**config.mk**
```make
export PLATFORM = sky130hd
export DESIGN_NAME = seqdet_top
export DESIGN_NICKNAME = d
export VERILOG_FILES = /design/src/rtl/seqdet_pkg.sv /design/src/rtl/seq_tracker.sv /design/src/rtl/op_timer.sv /design/src/rtl/seqdet_top.sv
export SDC_FILE = /design/constraint.sdc
export NUM_CORES = 1
export LEC_CHECK = 0
export BUFFER_PORTS_ARGS = -buffer_cell sky130_fd_sc_hd__buf_2
export CAP_MARGIN = 25
export CORE_MARGIN = 2
export CORE_UTILIZATION = 40
export CTS_BUF_LIST = sky130_fd_sc_hd__clkbuf_16
export DETAILED_ROUTE_END_ITERATION = 12
export PLACE_DENSITY = 0.63
export SKIP_CTS_REPAIR_TIMING = 1
export SLEW_MARGIN = 5
export SYNTH_ARGS = -nofsm -noshare
export SYNTH_HDL_FRONTEND = slang
export SYNTH_SLANG_ARGS = --single-unit
```
**constraint.sdc**
```tcl
create_clock -name clk -period 2.45 [get_ports clk]
set_clock_uncertainty 0.1 [all_clocks]
set_input_delay 0.1225 -clock clk [delete_from_list [all_inputs] [get_ports clk]]
set_output_delay 0.1225 -clock clk [all_outputs]
set_load 0.02 [all_outputs]
```
**src/rtl/seqdet_pkg.sv**
```systemverilog
package seqdet_pkg;
    localparam int unsigned ADDR_W  = 15;
    localparam int unsigned SEQ_LEN = 6;
    localparam int unsigned PTR_W   = $clog2(SEQ_LEN);

    typedef logic [ADDR_W-1:0] addr_t;

    typedef enum logic [1:0] {
        PH_IDLE  = 2'd0,
        PH_STORE = 2'd1,
        PH_CLEAR = 2'd2,
        PH_XFER  = 2'd3
    } phase_e;

    // final address of each command; the shared prefix is in step_addr
    localparam addr_t STORE_TAIL  = 15'h0FC0;
    localparam addr_t RECALL_TAIL = 15'h0C63;

    function automatic addr_t step_addr(input logic [PTR_W-1:0] idx);
        addr_t a;
        case (idx)
            3'd0:    a = 15'h0E38;
            3'd1:    a = 15'h31C7;
            3'd2:    a = 15'h03E0;
            3'd3:    a = 15'h3C1F;
            default: a = 15'h303F;
        endcase
        return a;
    endfunction
endpackage

```
**src/rtl/seq_tracker.sv**
```systemverilog
module seq_tracker
    import seqdet_pkg::*;
(
    input  logic  clk,
    input  logic  rst_n,
    input  addr_t addr,
    input  logic  acc_en,
    input  logic  wr_en,
    input  logic  hold,
    output logic  hit_store,
    output logic  hit_recall
);
    localparam logic [PTR_W-1:0] LAST  = PTR_W'(SEQ_LEN - 1);
    localparam logic [PTR_W-1:0] ONE   = PTR_W'(1);
    localparam addr_t            HEAD  = step_addr('0);

    typedef struct packed {
        logic [PTR_W-1:0] ptr;
    } trk_t;

    trk_t trk_d, trk_q;
    logic rd_step;

    assign rd_step = acc_en && !wr_en && !hold;

    always_comb begin
        trk_d      = trk_q;
        hit_store  = 1'b0;
        hit_recall = 1'b0;
        if (hold) begin
            trk_d.ptr = '0;
        end else if (acc_en) begin
            if (wr_en) begin
                trk_d.ptr = '0;
            end else if (trk_q.ptr == LAST) begin
                trk_d.ptr = (addr == HEAD) ? ONE : '0;
                if (addr == STORE_TAIL)       hit_store  = 1'b1;
                else if (addr == RECALL_TAIL) hit_recall = 1'b1;
            end else if (addr == step_addr(trk_q.ptr)) begin
                trk_d.ptr = trk_q.ptr + ONE;
            end else begin
                trk_d.ptr = (addr == HEAD) ? ONE : '0;
            end
        end
    end

    always_ff @(posedge clk) begin
        if (!rst_n) trk_q <= '0;
        else        trk_q <= trk_d;
    end


    write_abort_chk: assert property (@(posedge clk) disable iff (!rst_n)
        (acc_en && wr_en && !hold) |=> (trk_q.ptr == '0));


    head_restart_chk: assert property (@(posedge clk) disable iff (!rst_n)
        (rd_step && addr == HEAD) |=> (trk_q.ptr == ONE));


    hold_clear_chk: assert property (@(posedge clk) disable iff (!rst_n)
        hold |-> (!hit_store && !hit_recall));
endmodule

```
**src/rtl/op_timer.sv**
```systemverilog
module op_timer
    import seqdet_pkg::*;
#(
    parameter int unsigned STORE_CYCLES  = 20,
    parameter int unsigned RECALL_CYCLES = 12,
    parameter int unsigned CLEAR_CYCLES  = 4
) (
    input  logic clk,
    input  logic rst_n,
    input  logic start_store,
    input  logic start_recall,
    output logic busy,
    output logic clr_phase,
    output logic xfer_phase
);
    localparam int unsigned MAX_CYC = (STORE_CYCLES > RECALL_CYCLES) ? STORE_CYCLES : RECALL_CYCLES;
    localparam int unsigned CNT_W   = $clog2(MAX_CYC + 1);
    localparam logic [CNT_W-1:0] LD_STORE = CNT_W'(STORE_CYCLES - 1);
    localparam logic [CNT_W-1:0] LD_CLEAR = CNT_W'(CLEAR_CYCLES - 1);
    localparam logic [CNT_W-1:0] LD_XFER  = CNT_W'(RECALL_CYCLES - CLEAR_CYCLES - 1);

    typedef struct packed {
        phase_e           ph;
        logic [CNT_W-1:0] cnt;
    } tmr_t;

    tmr_t tmr_d, tmr_q;

    always_comb begin
        tmr_d = tmr_q;
        if (tmr_q.ph == PH_IDLE) begin
            if (start_store) begin
                tmr_d.ph  = PH_STORE;
                tmr_d.cnt = LD_STORE;
            end else if (start_recall) begin
                tmr_d.ph  = PH_CLEAR;
                tmr_d.cnt = LD_CLEAR;
            end
        end else if (tmr_q.cnt == '0) begin
            if (tmr_q.ph == PH_CLEAR) begin
                tmr_d.ph  = PH_XFER;
                tmr_d.cnt = LD_XFER;
            end else begin
                tmr_d.ph  = PH_IDLE;
            end
        end else begin
            tmr_d.cnt = tmr_q.cnt - 1'b1;
        end
    end

    always_ff @(posedge clk) begin
        if (!rst_n) tmr_q <= '{ph: PH_IDLE, cnt: '0};
        else        tmr_q <= tmr_d;
    end

    assign busy       = (tmr_q.ph != PH_IDLE);
    assign clr_phase  = (tmr_q.ph == PH_CLEAR);
    assign xfer_phase = (tmr_q.ph == PH_XFER);


    clear_handover_chk: assert property (@(posedge clk) disable iff (!rst_n)
        $fell(clr_phase) |-> xfer_phase);


    xfer_origin_chk: assert property (@(posedge clk) disable iff (!rst_n)
        $rose(xfer_phase) |-> $past(clr_phase));


    start_idle_chk: assert property (@(posedge clk) disable iff (!rst_n)
        (start_store || start_recall) |-> !busy);
endmodule

```
**src/rtl/seqdet_top.sv**
```systemverilog
module seqdet_top
    import seqdet_pkg::*;
#(
    parameter int unsigned STORE_CYCLES  = 20,
    parameter int unsigned RECALL_CYCLES = 12,
    parameter int unsigned CLEAR_CYCLES  = 4
) (
    input  logic              clk,
    input  logic              rst_n,
    input  logic [ADDR_W-1:0] addr,
    input  logic              acc_en,
    input  logic              wr_en,
    input  logic              oe_en,
    input  logic              low_vdd,
    output logic              store_go,
    output logic              recall_go,
    output logic              busy,
    output logic              ready,
    output logic              clr_phase,
    output logic              xfer_phase,
    output logic              wr_allow,
    output logic              rd_allow,
    output logic              dq_drive
);
    typedef struct packed {
        logic store_go;
        logic recall_go;
    } pulse_t;

    pulse_t pls_d, pls_q;
    logic   hit_store, hit_recall;
    logic   start_store, start_recall;

    seq_tracker u_trk (
        .clk        (clk),
        .rst_n      (rst_n),
        .addr       (addr),
        .acc_en     (acc_en),
        .wr_en      (wr_en),
        .hold       (busy),
        .hit_store  (hit_store),
        .hit_recall (hit_recall)
    );

    assign start_store  = hit_store && !low_vdd;
    assign start_recall = hit_recall;

    op_timer #(
        .STORE_CYCLES  (STORE_CYCLES),
        .RECALL_CYCLES (RECALL_CYCLES),
        .CLEAR_CYCLES  (CLEAR_CYCLES)
    ) u_tmr (
        .clk          (clk),
        .rst_n        (rst_n),
        .start_store  (start_store),
        .start_recall (start_recall),
        .busy         (busy),
        .clr_phase    (clr_phase),
        .xfer_phase   (xfer_phase)
    );

    always_comb begin
        pls_d           = '0;
        pls_d.store_go  = start_store;
        pls_d.recall_go = start_recall;
    end

    always_ff @(posedge clk) begin
        if (!rst_n) pls_q <= '0;
        else        pls_q <= pls_d;
    end

    assign store_go  = pls_q.store_go;
    assign recall_go = pls_q.recall_go;
    assign ready     = !busy;
    assign rd_allow  = acc_en && !wr_en && !busy;
    assign wr_allow  = acc_en && wr_en && !busy && !low_vdd;
    assign dq_drive  = rd_allow && oe_en;


    pulse_excl_chk: assert property (@(posedge clk) disable iff (!rst_n)
        $onehot0({store_go, recall_go}));


    store_busy_chk: assert property (@(posedge clk) disable iff (!rst_n)
        store_go |-> (busy && !$past(busy)));


    recall_clear_chk: assert property (@(posedge clk) disable iff (!rst_n)
        recall_go |-> (clr_phase && !$past(busy)));


    lowv_store_chk: assert property (@(posedge clk) disable iff (!rst_n)
        store_go |-> !$past(low_vdd));
endmodule

```
Word level (Yosys, flattened, before mapping)
Cells that the tools add are included.
- muxes and demuxes: 27
- add/sub/neg operators: 2
- bitwise operators: 1
- eq/ne operators: 12
- reductions and logical operators: 18
- operator list (kind ; count):
    15-bit two-way mux ; 4
    14-bit one-hot mux with 4 select lines ; 1
    15-bit by 12-bit == test with 1-bit output (second input constant) ; 3
    7-bit two-way mux ; 3
    15-bit == test ; 1
    1-bit two-way mux ; 12
    5-bit two-way mux ; 2
    3-bit two-way mux ; 3
    1-bit logical AND ; 7
    3-bit by 2-bit == test with 1-bit output (second input constant) ; 2
    5-bit zero test ; 1
    5-bit by 1-bit subtractor with 5-bit output (second input constant) ; 1
    2-bit == test (second input constant) ; 2
    2-bit two-way mux ; 2
    2-bit AND reduction ; 2
    2-bit nonzero test ; 2
    3-bit by 1-bit adder with 3-bit output (second input constant) ; 1
    3-bit by 1-bit == test with 1-bit output (second input constant) ; 1
    3-bit == test (second input constant) ; 1
    1-bit zero test ; 3
    3-bit zero test ; 1
    3-bit by 2-bit inequality test with 1-bit output (second input constant) ; 1
    3-bit inequality test (second input constant) ; 1
    2-bit zero test ; 1
    2 further kinds ; 2
- output and inout bits: 9
- bits of input ports: 21
- register bits after elaboration: 12
- logic and storage cells: 65

Logic depth before layout (Yosys ltp)
- depth in word-level cells: 10
- mapped depth: 8
- depth with buffers taken out: 7

By module
Synthesis repeated with hierarchy kept, for this count alone.
- cells, all modules: 131
- area total of the unflattened synthesis: 1019.7 µm²
- by module, submodules not included (module ; area each (µm²) ; instances ; cells an instance):
    seq_tracker ; 491.7 ; 1 ; 68
    op_timer ; 430.4 ; 1 ; 54
    seqdet_top ; 97.6 ; 1 ; 9

Least setup slack after synthesis
No wires, ideal clock.
- kind: reg-to-reg
- start point: register u_trk.trk_q[2] (netlist bit)
- end point: register u_trk.trk_q[0] (netlist bit)
- cell stages (with the launch flop): 9
- data required time: 2.227 ns
- library setup time: 0.123 ns
- arrival time: 1.914 ns
- path buffers: 1
- slack: 0.313 ns
- cells stage by stage: dfxtp_1 > buf_6 > inv_1 > ha_1 > nor3_2 > nand3_1 > a2111oi_4 > o2111ai_2 > mux2_1
- longest elaborated chain between the ends: 10
- elaborated cells between the ends (all ways): 14
- classes of those cells: eq/ne: 5; mux: 8; reduce/logical: 1
- ends and longest elaborated chain (item ; line ; text):
    start, declared ; seq_tracker.sv:21 ; trk_t trk_d, trk_q;
    start signal, assigned ; seq_tracker.sv:49 ; else trk_q <= trk_d;
    3-bit by 2-bit == test with 1-bit output (tied with other cells) ; seqdet_pkg.sv:21 ; case (idx)
    14-bit one-hot mux with 4 select lines ; seqdet_pkg.sv:21 ;
    15-bit two-way mux ; seq_tracker.sv:35 ; end else if (trk_q.ptr == LAST) begin
    15-bit two-way mux ; seq_tracker.sv:33 ; if (wr_en) begin
    15-bit two-way mux ; seq_tracker.sv:32 ; end else if (acc_en) begin
    15-bit two-way mux ; seq_tracker.sv:30 ; if (hold) begin
    15-bit == test ; seq_tracker.sv:39 ; end else if (addr == step_addr(trk_q.ptr)) begin
    3-bit two-way mux ; seq_tracker.sv:39 ;
    3-bit two-way mux * ; seq_tracker.sv:35 ;
    3-bit two-way mux * ; seq_tracker.sv:33 ;
Mark *: on every way between the ends. The rest lies on a longest branch, timed or not. The select of a mux whose other input is x is not followed.
A chain may end at the register's enable or synchronous reset.

Worst setup path after layout
- start point: register u_trk.trk_q[0] (netlist bit)
- end point: register u_trk.trk_q[0] (netlist bit)
Same word-level chain as after synthesis.

==> run summary <==
OUTCOME
------------------------------------------------------------------------------------------
Status                                                                        finished clean

PWR
------------------------------------------------------------------------------------------
Worst IR drop on VDD                                                              401.6 uV
Clock power frac                                                                     0.545
LEAKAGE                                                                          0.5524 nW
Design internal power                                                             430.2 uW
Fraction of power consumed by sequential logic                                       0.361
Net switching power figure                                                        113.0 uW
Switching power share of the total                                                  0.2081
Total power per unit cell area                                                458.0 nW/um^2
Share of total power in combinational logic                                          0.094

FLOORPLANNING
------------------------------------------------------------------------------------------
Starting density of the core                                                        0.4242
Height of the chip                                                                52.44 um
Top-level I/O count                                                                     30
Chip width                                                                        52.44 um
Die Outline Area                                                                2749 sq um
Core area                                                                       2212 sq um
Number of cell rows                                                                     17

ROUTE
------------------------------------------------------------------------------------------
Ratio of routed vias to standard cells                                               5.463
Final routed wirelength across all metal layers                                   2.272 mm
Vias after detailed routing                                                            956
First-pass iteration count of the detailed router                                        4
Post-route ant nets                                                                      0
Avg WL per Cell                                                                   12.98 um
Number of violations reported at the end of detailed-routing iteration 0                22
Number of remaining DRC errors                                                           0

LAYOUT
------------------------------------------------------------------------------------------
Diode count                                                                              0
Most common cell after layout, fill and taps aside                                   buf_2
Synthesis-to-finish area growth                                                     26.40%
Share of cells above drive strength 1                                               0.2925
Most frequent cells in the layout                                             29 x buf_2, 15 x nand2_1, 12 x dfxtp_1
Fin util                                                                            0.5362
Final net count                                                                        176

CRITICAL PATH
------------------------------------------------------------------------------------------
Crit path max fanout                                                                     5
Worst reg2reg path endpoint                                                   u_trk.trk_q[0]
Critical path launch point type                                                  flip-flop
Depth of the worst register-to-register path                                             7
Critical Path AT                                                                   2270 ps
WP data required                                                                   2470 ps
R2R Path Start                                                                u_trk.trk_q[0]
Reg2reg setup slack                                                                 210 ps
Critical path class                                                           flip-flop to flip-flop
Critical path endpoint category                                                  flip-flop

STA
------------------------------------------------------------------------------------------
F_max                                                                           0.4459 GHz
Hold violation count in the final report                                                 0
Total of endpoints with negative setup slack in the final report                         0
Transition time at the pin with the least slew margin                             519.0 ps
Final Slew Violations                                                                    0
Setup TNS                                                                             0 ps
Share of the clock period used by the worst path after layout                       0.9153
Worst slew margin                                                                   0.6508
Final critical-path required period                                                2243 ps
Unrepaired setup endpoints after global routing                                         no

CTS
------------------------------------------------------------------------------------------
Clk Tree Root Cell                                                               clkbuf_16
H-tree levels                                                                            1
Number of sinks handled by clock tree synthesis                                         12
Worst-skew pair later-pin latency                                                   240 ps
Clock edge transition at the registers on the reported setup and hold paths          40 ps
Buffer depth of the longest clock path                                                   2
Total clock buffers created by CTS                                                       3
CTS tree                                                                             built

GLOBAL ROUTE
------------------------------------------------------------------------------------------
Total Routing Usage GR                                                              0.1859
Overflow after GRT                                                                       0
Pin count of the biggest net entering global routing                                    13
Number of antenna violations at the first check in global routing                        0
Global-route wire length before repair                                            3.843 mm
Number of global-route vias before repair                                              903

LOGIC SYNTHESIS
------------------------------------------------------------------------------------------
Main synth FF type                                                                 dfxtp_1
Post-synthesis cell count                                                              116
Seq/Total Area, Yosys                                                               0.2560
Count of distinct cell types in the synthesized netlist                                 46
Syn_area_per_cell                                                              8.090 sq um
Synth warn                                                                               0
Number of nets in the synthesized netlist                                              143
Number of synthesized flops with an enable pin                                           0
Netlist area before placement                                                  938.4 sq um
Number of storage elements in the synthesis netlist                                     12
Share of flip-flops with an asynchronous set or reset after synthesis                    0

RUN
------------------------------------------------------------------------------------------
Max-cap violations                                                                       0

MIN PATH
------------------------------------------------------------------------------------------
Hold path cells                                                                          2
Critical hold path startpoint                                                        rst_n
Worst Hold Path EP                                                            u_tmr.tmr_q[4]
Type of the most critical hold path                                           input pin to flip-flop

PLACED DESIGN
------------------------------------------------------------------------------------------
Number of input and output port buffers inserted                                        29
GP Congestion                                                                       0.7855
DP HPWL                                                                           1.818 mm

## through the flow
step	power [mW]	cell area (sq um)	hold WS, ps	worst slack, ps	std cells
after floorplan	0.2204	938.4	202.3	312.9	116
after global placement	0.2497	1111	364.0	261.0	172
after detailed placement	0.2501	1111	368.6	178.6	172
after CTS	0.5447	1186	120.6	189.9	175
after global routing	0.5599	1186	126.7	87.46	175
final	0.5432	1186	118.2	207.5	175
## critical path, stage by stage, from the launching register on
cell,delay [ps]
dfxtp_1,340
ha_1,210
ha_1,220
nor3_2,200
nand3_1,150
a2111oi_4,380
o2111ai_2,190
mux2_1,340
## power groups by stage
stage                     logic, mW  registers [mW]  clock network (mW)
final                        0.0510           0.196               0.296
after global routing         0.0566           0.196               0.307
after CTS                    0.0511           0.196               0.298
after detailed placement     0.0507           0.199                   0
after global placement       0.0502           0.199                   0
after floorplan              0.0209           0.199                   0
## final cells by class
cell class	instances	area, sq um
inverters	8	30.03
fillers	224	1026
clock buffers	3	75.07
multi-input cells	94	653.1
well taps	28	35.03
flip-flops and latches	12	240.2
repair buffers	30	152.6
## metal layers
metal  vias to the layer above  GRT usage  share of wire
li1                        489          -              -
met1                       431     0.2238           0.45
met2                        32     0.3229           0.47
met3                         4    0.04000          0.065
met4                         0    0.06410          0.012
met5                         -          0              0
## worst max path at each step
stage / start / to / slack [ps] / cells past startpoint
after global placement: u_trk.trk_q[0] / u_trk.trk_q[0] / 260 / 7
after floorplan: u_trk.trk_q[2] / u_trk.trk_q[0] / 310 / 8
final: u_trk.trk_q[0] / u_trk.trk_q[0] / 210 / 7
after CTS: u_trk.trk_q[0] / u_trk.trk_q[0] / 190 / 7
after detailed placement: u_trk.trk_q[0] / u_trk.trk_q[0] / 180 / 7
after global routing: u_trk.trk_q[0] / u_trk.trk_q[0] / 90 / 7
## synth_stat cells (all sizes together), types with 2 or more instances
library cell / instances / area (sq um)
ha: 6 / 75.07
and3: 2 / 12.51
o21ai: 5 / 25.02
inv: 8 / 30.03
nand3: 7 / 35.03
nor4b: 2 / 23.77
nor4: 2 / 18.77
nand2: 15 / 56.30
o211a: 3 / 30.03
nor3: 8 / 45.04
and2: 4 / 25.02
o21a: 2 / 15.01
a21oi: 4 / 20.02
dfxtp: 12 / 240.2
o31ai: 2 / 15.01
or3: 4 / 31.28
nor2: 7 / 26.28
## registers in the layout, summed over array words and instances (netlist names)
name / flops
u_tmr.tmr_q: 7
u_trk.trk_q: 3
recall_go: 1
store_go: 1
## logic make-up after synthesis
group,synth area share
simple gates,0.3587
flops,0.2560
buf+inv,0.04800
mux,0.02267
fa+ha+maj,0.08000
xor+xnor,0.01867
compound gates,0.2160
No activity file was read; power rests on OpenSTA's default activity.
